**src/rtl/qlc_pkg.sv**
```systemverilog
// Shared types for the queue-occupancy level controller.
// Assumes nothing beyond the 2017 language standard.
package qlc_pkg;

    // Outcome of one decision instant
    typedef enum logic [1:0] {
        STEP_HOLD = 2'd0,
        STEP_DOWN = 2'd1,
        STEP_UP   = 2'd2
    } step_e;

    // Number of monitored queues: branch targets and results
    localparam int NQ = 2;

endpackage

```
**src/rtl/qlc_interval_timer.sv**
```systemverilog
// Interval timer: asserts tick on the last cycle of each decision interval.
// Assumes interval_cycles may change at any time; a value below 2 means
// a decision on every cycle, and a count already past the new limit ends
// the interval at once.
module qlc_interval_timer #(
    parameter int INTV_W = 20
) (
    input  logic              clk,
    input  logic              rst_n,
    input  logic [INTV_W-1:0] interval_cycles,
    output logic              tick
);

    logic [INTV_W-1:0] cnt_q;
    logic [INTV_W-1:0] last_cnt;

    // Index of the final cycle in the current interval
    always_comb begin
        if (interval_cycles <= INTV_W'(1)) begin
            last_cnt = '0;
        end else begin
            last_cnt = interval_cycles - INTV_W'(1);
        end
    end

    // Interval ends when the count reaches or passes the final index
    assign tick = (cnt_q >= last_cnt);

    // Cycle counter, cleared at each interval end
    always_ff @(posedge clk) begin
        if (!rst_n) begin
            cnt_q <= '0;
        end else if (tick) begin
            cnt_q <= '0;
        end else begin
            cnt_q <= cnt_q + INTV_W'(1);
        end
    end

endmodule

```
**src/rtl/qlc_queue_cmp.sv**
```systemverilog
// Threshold comparator for one queue: flags occupancy strictly above the
// high threshold or strictly below the low threshold.
// Assumes lo_thr <= hi_thr; if not, both flags may be set and the
// decider resolves them in favour of raising.
module qlc_queue_cmp #(
    parameter int OCC_W = 8
) (
    input  logic [OCC_W-1:0] occ,
    input  logic [OCC_W-1:0] lo_thr,
    input  logic [OCC_W-1:0] hi_thr,
    output logic             over,
    output logic             under
);

    // Strict comparisons: equality counts as in range
    always_comb begin
        over  = (occ > hi_thr);
        under = (occ < lo_thr);
    end

endmodule

```
**src/rtl/qlc_step_decider.sv**
```systemverilog
// Combines per-queue flags into one step: any over-threshold queue
// asks for a raise, which wins over any under-threshold queue.
// Assumes flags are valid in the cycle they are used.
module qlc_step_decider
    import qlc_pkg::*;
#(
    parameter int NUM_Q = 2
) (
    input  logic [NUM_Q-1:0] over,
    input  logic [NUM_Q-1:0] under,
    output step_e            step
);

    // Priority: raise, then lower, then hold
    always_comb begin
        if (|over) begin
            step = STEP_UP;
        end else if (|under) begin
            step = STEP_DOWN;
        end else begin
            step = STEP_HOLD;
        end
    end

endmodule

```
**src/rtl/qlc_level_reg.sv**
```systemverilog
// Saturating level register: applies the step only on a tick and stays
// within 0 .. LVL_N-1. Resets to the top entry.
// Assumes step is meaningful only when tick is high.
module qlc_level_reg
    import qlc_pkg::*;
#(
    parameter int LVL_N = 8,
    localparam int LVL_W = (LVL_N > 1) ? $clog2(LVL_N) : 1
) (
    input  logic             clk,
    input  logic             rst_n,
    input  logic             tick,
    input  step_e            step,
    output logic [LVL_W-1:0] level
);

    localparam logic [LVL_W-1:0] LVL_MAX = LVL_W'(LVL_N - 1);

    logic [LVL_W-1:0] level_q;

    // Level update at decision instants with saturation at both ends
    always_ff @(posedge clk) begin
        if (!rst_n) begin
            level_q <= LVL_MAX;
        end else if (tick) begin
            case (step)
                STEP_UP: begin
                    if (level_q != LVL_MAX) begin
                        level_q <= level_q + LVL_W'(1);
                    end
                end
                STEP_DOWN: begin
                    if (level_q != '0) begin
                        level_q <= level_q - LVL_W'(1);
                    end
                end
                default: begin
                    level_q <= level_q;
                end
            endcase
        end
    end

    assign level = level_q;

endmodule

```
**src/rtl/qlc_vf_lookup.sv**
```systemverilog
// Operating-point table: a linear map from level index to frequency and
// voltage codes, computed rather than stored.
// Assumes the parameters keep the top entry within the code widths.
module qlc_vf_lookup #(
    parameter int LVL_N      = 8,
    parameter int FREQ_W     = 12,
    parameter int VOLT_W     = 11,
    parameter int F_MIN_MHZ  = 500,
    parameter int F_STEP_MHZ = 250,
    parameter int V_MIN_MV   = 600,
    parameter int V_STEP_MV  = 50,
    localparam int LVL_W = (LVL_N > 1) ? $clog2(LVL_N) : 1
) (
    input  logic [LVL_W-1:0]  level,
    output logic [FREQ_W-1:0] freq_code,
    output logic [VOLT_W-1:0] volt_code
);

    // Table entry for the current index
    always_comb begin
        freq_code = FREQ_W'(F_MIN_MHZ + int'(level) * F_STEP_MHZ);
        volt_code = VOLT_W'(V_MIN_MV + int'(level) * V_STEP_MV);
    end

endmodule

```
**src/rtl/qlc_freq_level_ctrl.sv**
```systemverilog
// Top level: periodic frequency-level selection from two queue occupancies.
// Assumes synchronous inputs; thresholds and interval are quasi-static
// configuration driven by the surrounding logic.
module qlc_freq_level_ctrl
    import qlc_pkg::*;
#(
    parameter int OCC_W      = 8,
    parameter int INTV_W     = 20,
    parameter int LVL_N      = 8,
    parameter int FREQ_W     = 12,
    parameter int VOLT_W     = 11,
    parameter int F_MIN_MHZ  = 500,
    parameter int F_STEP_MHZ = 250,
    parameter int V_MIN_MV   = 600,
    parameter int V_STEP_MV  = 50,
    localparam int LVL_W = (LVL_N > 1) ? $clog2(LVL_N) : 1
) (
    input  logic              clk,
    input  logic              rst_n,
    input  logic [INTV_W-1:0] interval_cycles,
    input  logic [OCC_W-1:0]  br_occ,
    input  logic [OCC_W-1:0]  br_lo_thr,
    input  logic [OCC_W-1:0]  br_hi_thr,
    input  logic [OCC_W-1:0]  res_occ,
    input  logic [OCC_W-1:0]  res_lo_thr,
    input  logic [OCC_W-1:0]  res_hi_thr,
    output logic [LVL_W-1:0]  level,
    output logic [FREQ_W-1:0] freq_code,
    output logic [VOLT_W-1:0] volt_code
);

    logic [OCC_W-1:0] occ_arr [NQ];
    logic [OCC_W-1:0] lo_arr  [NQ];
    logic [OCC_W-1:0] hi_arr  [NQ];
    logic [NQ-1:0]    over_vec;
    logic [NQ-1:0]    under_vec;
    logic             upd_tick;
    step_e            step;

    // Gather per-queue inputs into arrays, index 0 branch, 1 result
    always_comb begin
        occ_arr[0] = br_occ;
        lo_arr[0]  = br_lo_thr;
        hi_arr[0]  = br_hi_thr;
        occ_arr[1] = res_occ;
        lo_arr[1]  = res_lo_thr;
        hi_arr[1]  = res_hi_thr;
    end

    qlc_interval_timer #(
        .INTV_W (INTV_W)
    ) u_timer (
        .clk             (clk),
        .rst_n           (rst_n),
        .interval_cycles (interval_cycles),
        .tick            (upd_tick)
    );

    for (genvar q = 0; q < NQ; q++) begin : g_cmp
        qlc_queue_cmp #(
            .OCC_W (OCC_W)
        ) u_cmp (
            .occ    (occ_arr[q]),
            .lo_thr (lo_arr[q]),
            .hi_thr (hi_arr[q]),
            .over   (over_vec[q]),
            .under  (under_vec[q])
        );
    end

    qlc_step_decider #(
        .NUM_Q (NQ)
    ) u_decide (
        .over  (over_vec),
        .under (under_vec),
        .step  (step)
    );

    qlc_level_reg #(
        .LVL_N (LVL_N)
    ) u_level (
        .clk   (clk),
        .rst_n (rst_n),
        .tick  (upd_tick),
        .step  (step),
        .level (level)
    );

    qlc_vf_lookup #(
        .LVL_N      (LVL_N),
        .FREQ_W     (FREQ_W),
        .VOLT_W     (VOLT_W),
        .F_MIN_MHZ  (F_MIN_MHZ),
        .F_STEP_MHZ (F_STEP_MHZ),
        .V_MIN_MV   (V_MIN_MV),
        .V_STEP_MV  (V_STEP_MV)
    ) u_lookup (
        .level     (level),
        .freq_code (freq_code),
        .volt_code (volt_code)
    );

endmodule

```
**config.mk**
```make
export PLATFORM = sky130hd
export DESIGN_NAME = qlc_freq_level_ctrl
export DESIGN_NICKNAME = d
export VERILOG_FILES = /design/src/rtl/qlc_pkg.sv /design/src/rtl/qlc_interval_timer.sv /design/src/rtl/qlc_queue_cmp.sv /design/src/rtl/qlc_step_decider.sv /design/src/rtl/qlc_level_reg.sv /design/src/rtl/qlc_vf_lookup.sv /design/src/rtl/qlc_freq_level_ctrl.sv
export SDC_FILE = /design/constraint.sdc
export NUM_CORES = 1
export LEC_CHECK = 0
export BUFFER_PORTS_ARGS = -buffer_cell sky130_fd_sc_hd__buf_2
export CAP_MARGIN = 20
export CORE_ASPECT_RATIO = 1.25
export CORE_MARGIN = 4
export CORE_UTILIZATION = 26
export CTS_CLUSTER_DIAMETER = 80
export DETAILED_ROUTE_END_ITERATION = 10
export PLACE_DENSITY = 0.49
export SKIP_LAST_GASP = 1
export SYNTH_ARGS = -nofsm -noshare
export SYNTH_HDL_FRONTEND = slang
export SYNTH_SLANG_ARGS = --single-unit
export TNS_END_PERCENT = 50
```
**constraint.sdc**
```tcl
create_clock -name clk -period 5.3 [get_ports clk]
set_input_delay 0.53 -clock clk [delete_from_list [all_inputs] [get_ports clk]]
set_output_delay 0.53 -clock clk [all_outputs]
set_load 0.02 [all_outputs]
```
==> impl_metrics.csv <==
group,metric,value,unit
sta,worst_slew_pin_slew,0.602,ns
min_path,worstHoldStart,"u_timer.cnt_q[0]",
finish,multiInputGateArea,2540,µm²
drt,drt_iter0_drc,151,
drt,post-route-drc-count,0,
die,die_y,133,µm
clock_network,clk_pin_slew,0.06,ns
drt,totalWireLength,7640,µm
drt,postRouteAntennaNets,0,
synthesis,synth_edf_count,0,
sta,hold_viol_final,0,
synthesis,netlist_instances,416,
clock_network,postCtsSetupBuffers,0,
clock_network,cts_buffers,3,
die,ioPinCount,96,
power_and_ir_drop,leakagePower,2.02,nW
drt,vias,2996,
worst_setup_path,worstPathArrival,4.68,ns
min_path,whs_path_depth,1,
die,core_area,12200,µm²
drt,viasPerCell,4.47,
worst_setup_path,crit_family,"simple AND/OR/NAND/NOR gates",
worst_setup_path,reg2reg_slack,2.70,ns
clock_network,ctsHoldBuffers,0,
sta,finalSetupTns,0,ns
synthesis,ys_seq_elements,23,
worst_setup_path,critPathBufInv,1,
finish,seqCellArea,460,µm²
status,status,"finished, final reports clean",
grt,grt_pass1_wl,12500,µm
flow_run,maxCapViolCount,0,
worst_setup_path,r2r_cells,8,
power_and_ir_drop,power,0.464,mW
grt,antenna_found_initial,0,
placed_design,dp_hpwl,6830,µm
worst_setup_path,crit_chain,"buf_2 > or4_4 > or3_4 > nor3_4 > nand3b_2 > or4_1 > and2_1 > ha_1 > nand2b_1 > a21o_1 > a211oi_1 > o31ai_1 > a21oi_1 > nand2_1 > nor2_1",
die,die-area,14300,µm²
finish,final_util,0.323,
power_and_ir_drop,p_per_area,118,nW/µm²
synthesis,mappedNetlistArea,3240,µm²
synthesis,ys_async_sr_fraction,0,
synthesis,ys_seq_area_frac,0.142,
synthesis,ys.flop_type,"dfxtp_1",
clock_network,cts_sinks,23,
worst_setup_path,end_kind,"flip-flop",
finish,antenna_cells,0,
synthesis,syn_area_per_cell,7.78,µm²
min_path,min_path_type,"flip-flop to flip-flop",
grt,grt_overflow_total,0,
grt,grt_pass1_vias,2879,
clock_network,root_buffer,"clkbuf_16",
sta,fin_hold_ws,0.503,ns
die,initial_core_util,0.266,
finish,fillers,1363,
finish,nNetsFinal,652,
placed_design,gp_congestion,0.787,
sta,rsz0062_at_grt,"false",
worst_setup_path,worstSetupPathType,"input port to flip-flop",
worst_setup_path,reg2reg_from,"u_timer.cnt_q[13]",
synthesis,ys_types,42,
sta,finalMaxSlewViolations,0,
finish,syn_to_final_growth,21.4,%
worst_setup_path,cpPeakStageDelay,0.61,ns
sta,max-slew-margin-rel,0.598,
clock_network,htreeDepth,1,
sta,fmax,0.222,GHz
sta,fin_crit,4.50,ns
sta,finalSetupViolCount,0,
finish,final_common_cell,"buf_2",
die,die-width,108,µm
clock_network,cts_tree,"done",
die,num_rows,45,
sta,fin_crit_sh,0.850,
synthesis,ys_warn_count,0,
clock_network,cts.path.max_buffers,2,
placed_design,placed_cells,666,
min_path,holdPathEnd,"u_timer.cnt_q[0]",
drt,firstDrtPassIters,5,
power_and_ir_drop,ir_drop,0.0000745,V
clock_network,clk_latency,0.25,ns
worst_setup_path,cp-start-kind,"input port",
finish,final_cell_mix,"buf_2, ha_1, nand2_1, inv_1, nor2_1",
worst_setup_path,cp.required,5.48,ns
worst_setup_path,crit_fanout,18,
worst_setup_path,cp_slowest_cell,"or4_1",
grt,track_usage,0.103,
finish,fin_cells,670,
worst_setup_path,worstReg2RegEnd,"u_timer.cnt_q[10]",
placed_design,port-buffer-count,93,
sta,fin_skew,0.00192,ns
finish,layout-drive-gt1-share,0.211,
drt,post_drt_wl_per_cell,11.4,µm
grt,grt_max_degree,19,
clock_network,cts_resized,0,
## per-stage QoR
step                      cell area [µm²]  worst slack (ns)
after global routing                 3930             0.487
after floorplan                      3240              1.13
after detailed placement             3850             0.526
after global placement               3850             0.614
final                                3930             0.797
after CTS                            3930             0.771
## worst register-to-register path: stages (launching register included)
cell and delay (ns):
dfxtp_1 0.34, ha_1 0.33, a21o_1 0.19, a221o_1 0.31, a21oi_1 0.16, o211ai_1 0.12
a21oi_1 0.35, nand2_1 0.47, nor2_1 0.24
## kinds of logic after synthesis
family	count (synthesis)	synth area share
simple gates	156	0.237
fa+ha+maj	75	0.304
compound gates	57	0.105
buf+inv	55	0.0742
xor+xnor	44	0.119
flops	23	0.142
mux	5	0.0166
other cells	1	0.00116
## report_power, final
| group | internal (mW) | leakage (nW) | switching, mW | total (mW) |
|---|---|---|---|---|
| Sequential | 0.175 | 0.186 | 0.00292 | 0.178 |
| Clock | 0.102 | 0.0382 | 0.0579 | 0.160 |
| Combinational | 0.0595 | 1.80 | 0.0666 | 0.126 |
| Total | 0.337 | 2.02 | 0.127 | 0.464 |
## cell type report
class                   instances  area share
repair buffers                 94       0.120
multi-input cells             339       0.646
well taps                     164      0.0522
flip-flops and latches         23       0.117
clock buffers                   4      0.0201
inverters                      46      0.0439
## worst max-delay path by stage
stage / from / end / slack [ns] / depth (start not counted)
after floorplan: interval_cycles[5] / u_timer.cnt_q[10] / 1.13 / 17
after global placement: interval_cycles[5] / u_timer.cnt_q[16] / 0.61 / 15
after detailed placement: interval_cycles[5] / u_timer.cnt_q[9] / 0.53 / 15
after CTS: interval_cycles[11] / u_timer.cnt_q[10] / 0.77 / 14
after global routing: interval_cycles[5] / u_timer.cnt_q[13] / 0.49 / 15
final: interval_cycles[5] / u_timer.cnt_q[10] / 0.80 / 15
## registers in the layout, summed over array words and instances, names as in the netlist
name,cells
u_timer.cnt_q,20
u_level.level,3
## cell usage after synthesis, drive strengths merged, types with 8 or more instances
| master | number | area (µm²) |
|---|---|---|
| a21o | 9 | 67.6 |
| a21oi | 25 | 125 |
| dfxtp | 23 | 460 |
| ha | 69 | 863 |
| inv | 46 | 173 |
| nand2 | 47 | 176 |
| nand3 | 9 | 45.0 |
| nand4 | 10 | 62.6 |
| nor2 | 44 | 165 |
| nor2b | 8 | 50.1 |
| nor3 | 9 | 56.3 |
| o21ai | 11 | 55.1 |
| xnor2 | 16 | 140 |
| xor2 | 28 | 245 |
## per-layer routing
metal	share of wire	vias up	routed length [µm]	track usage
met4	0.0055	0	42	0.0189
met1	0.44	1355	3330	0.122
li1	-	1584	-	-
met5	0	-	0	0
met2	0.52	55	4000	0.201
met3	0.034	2	261	0.00439
No activity file was read; power rests on OpenSTA's default activity.
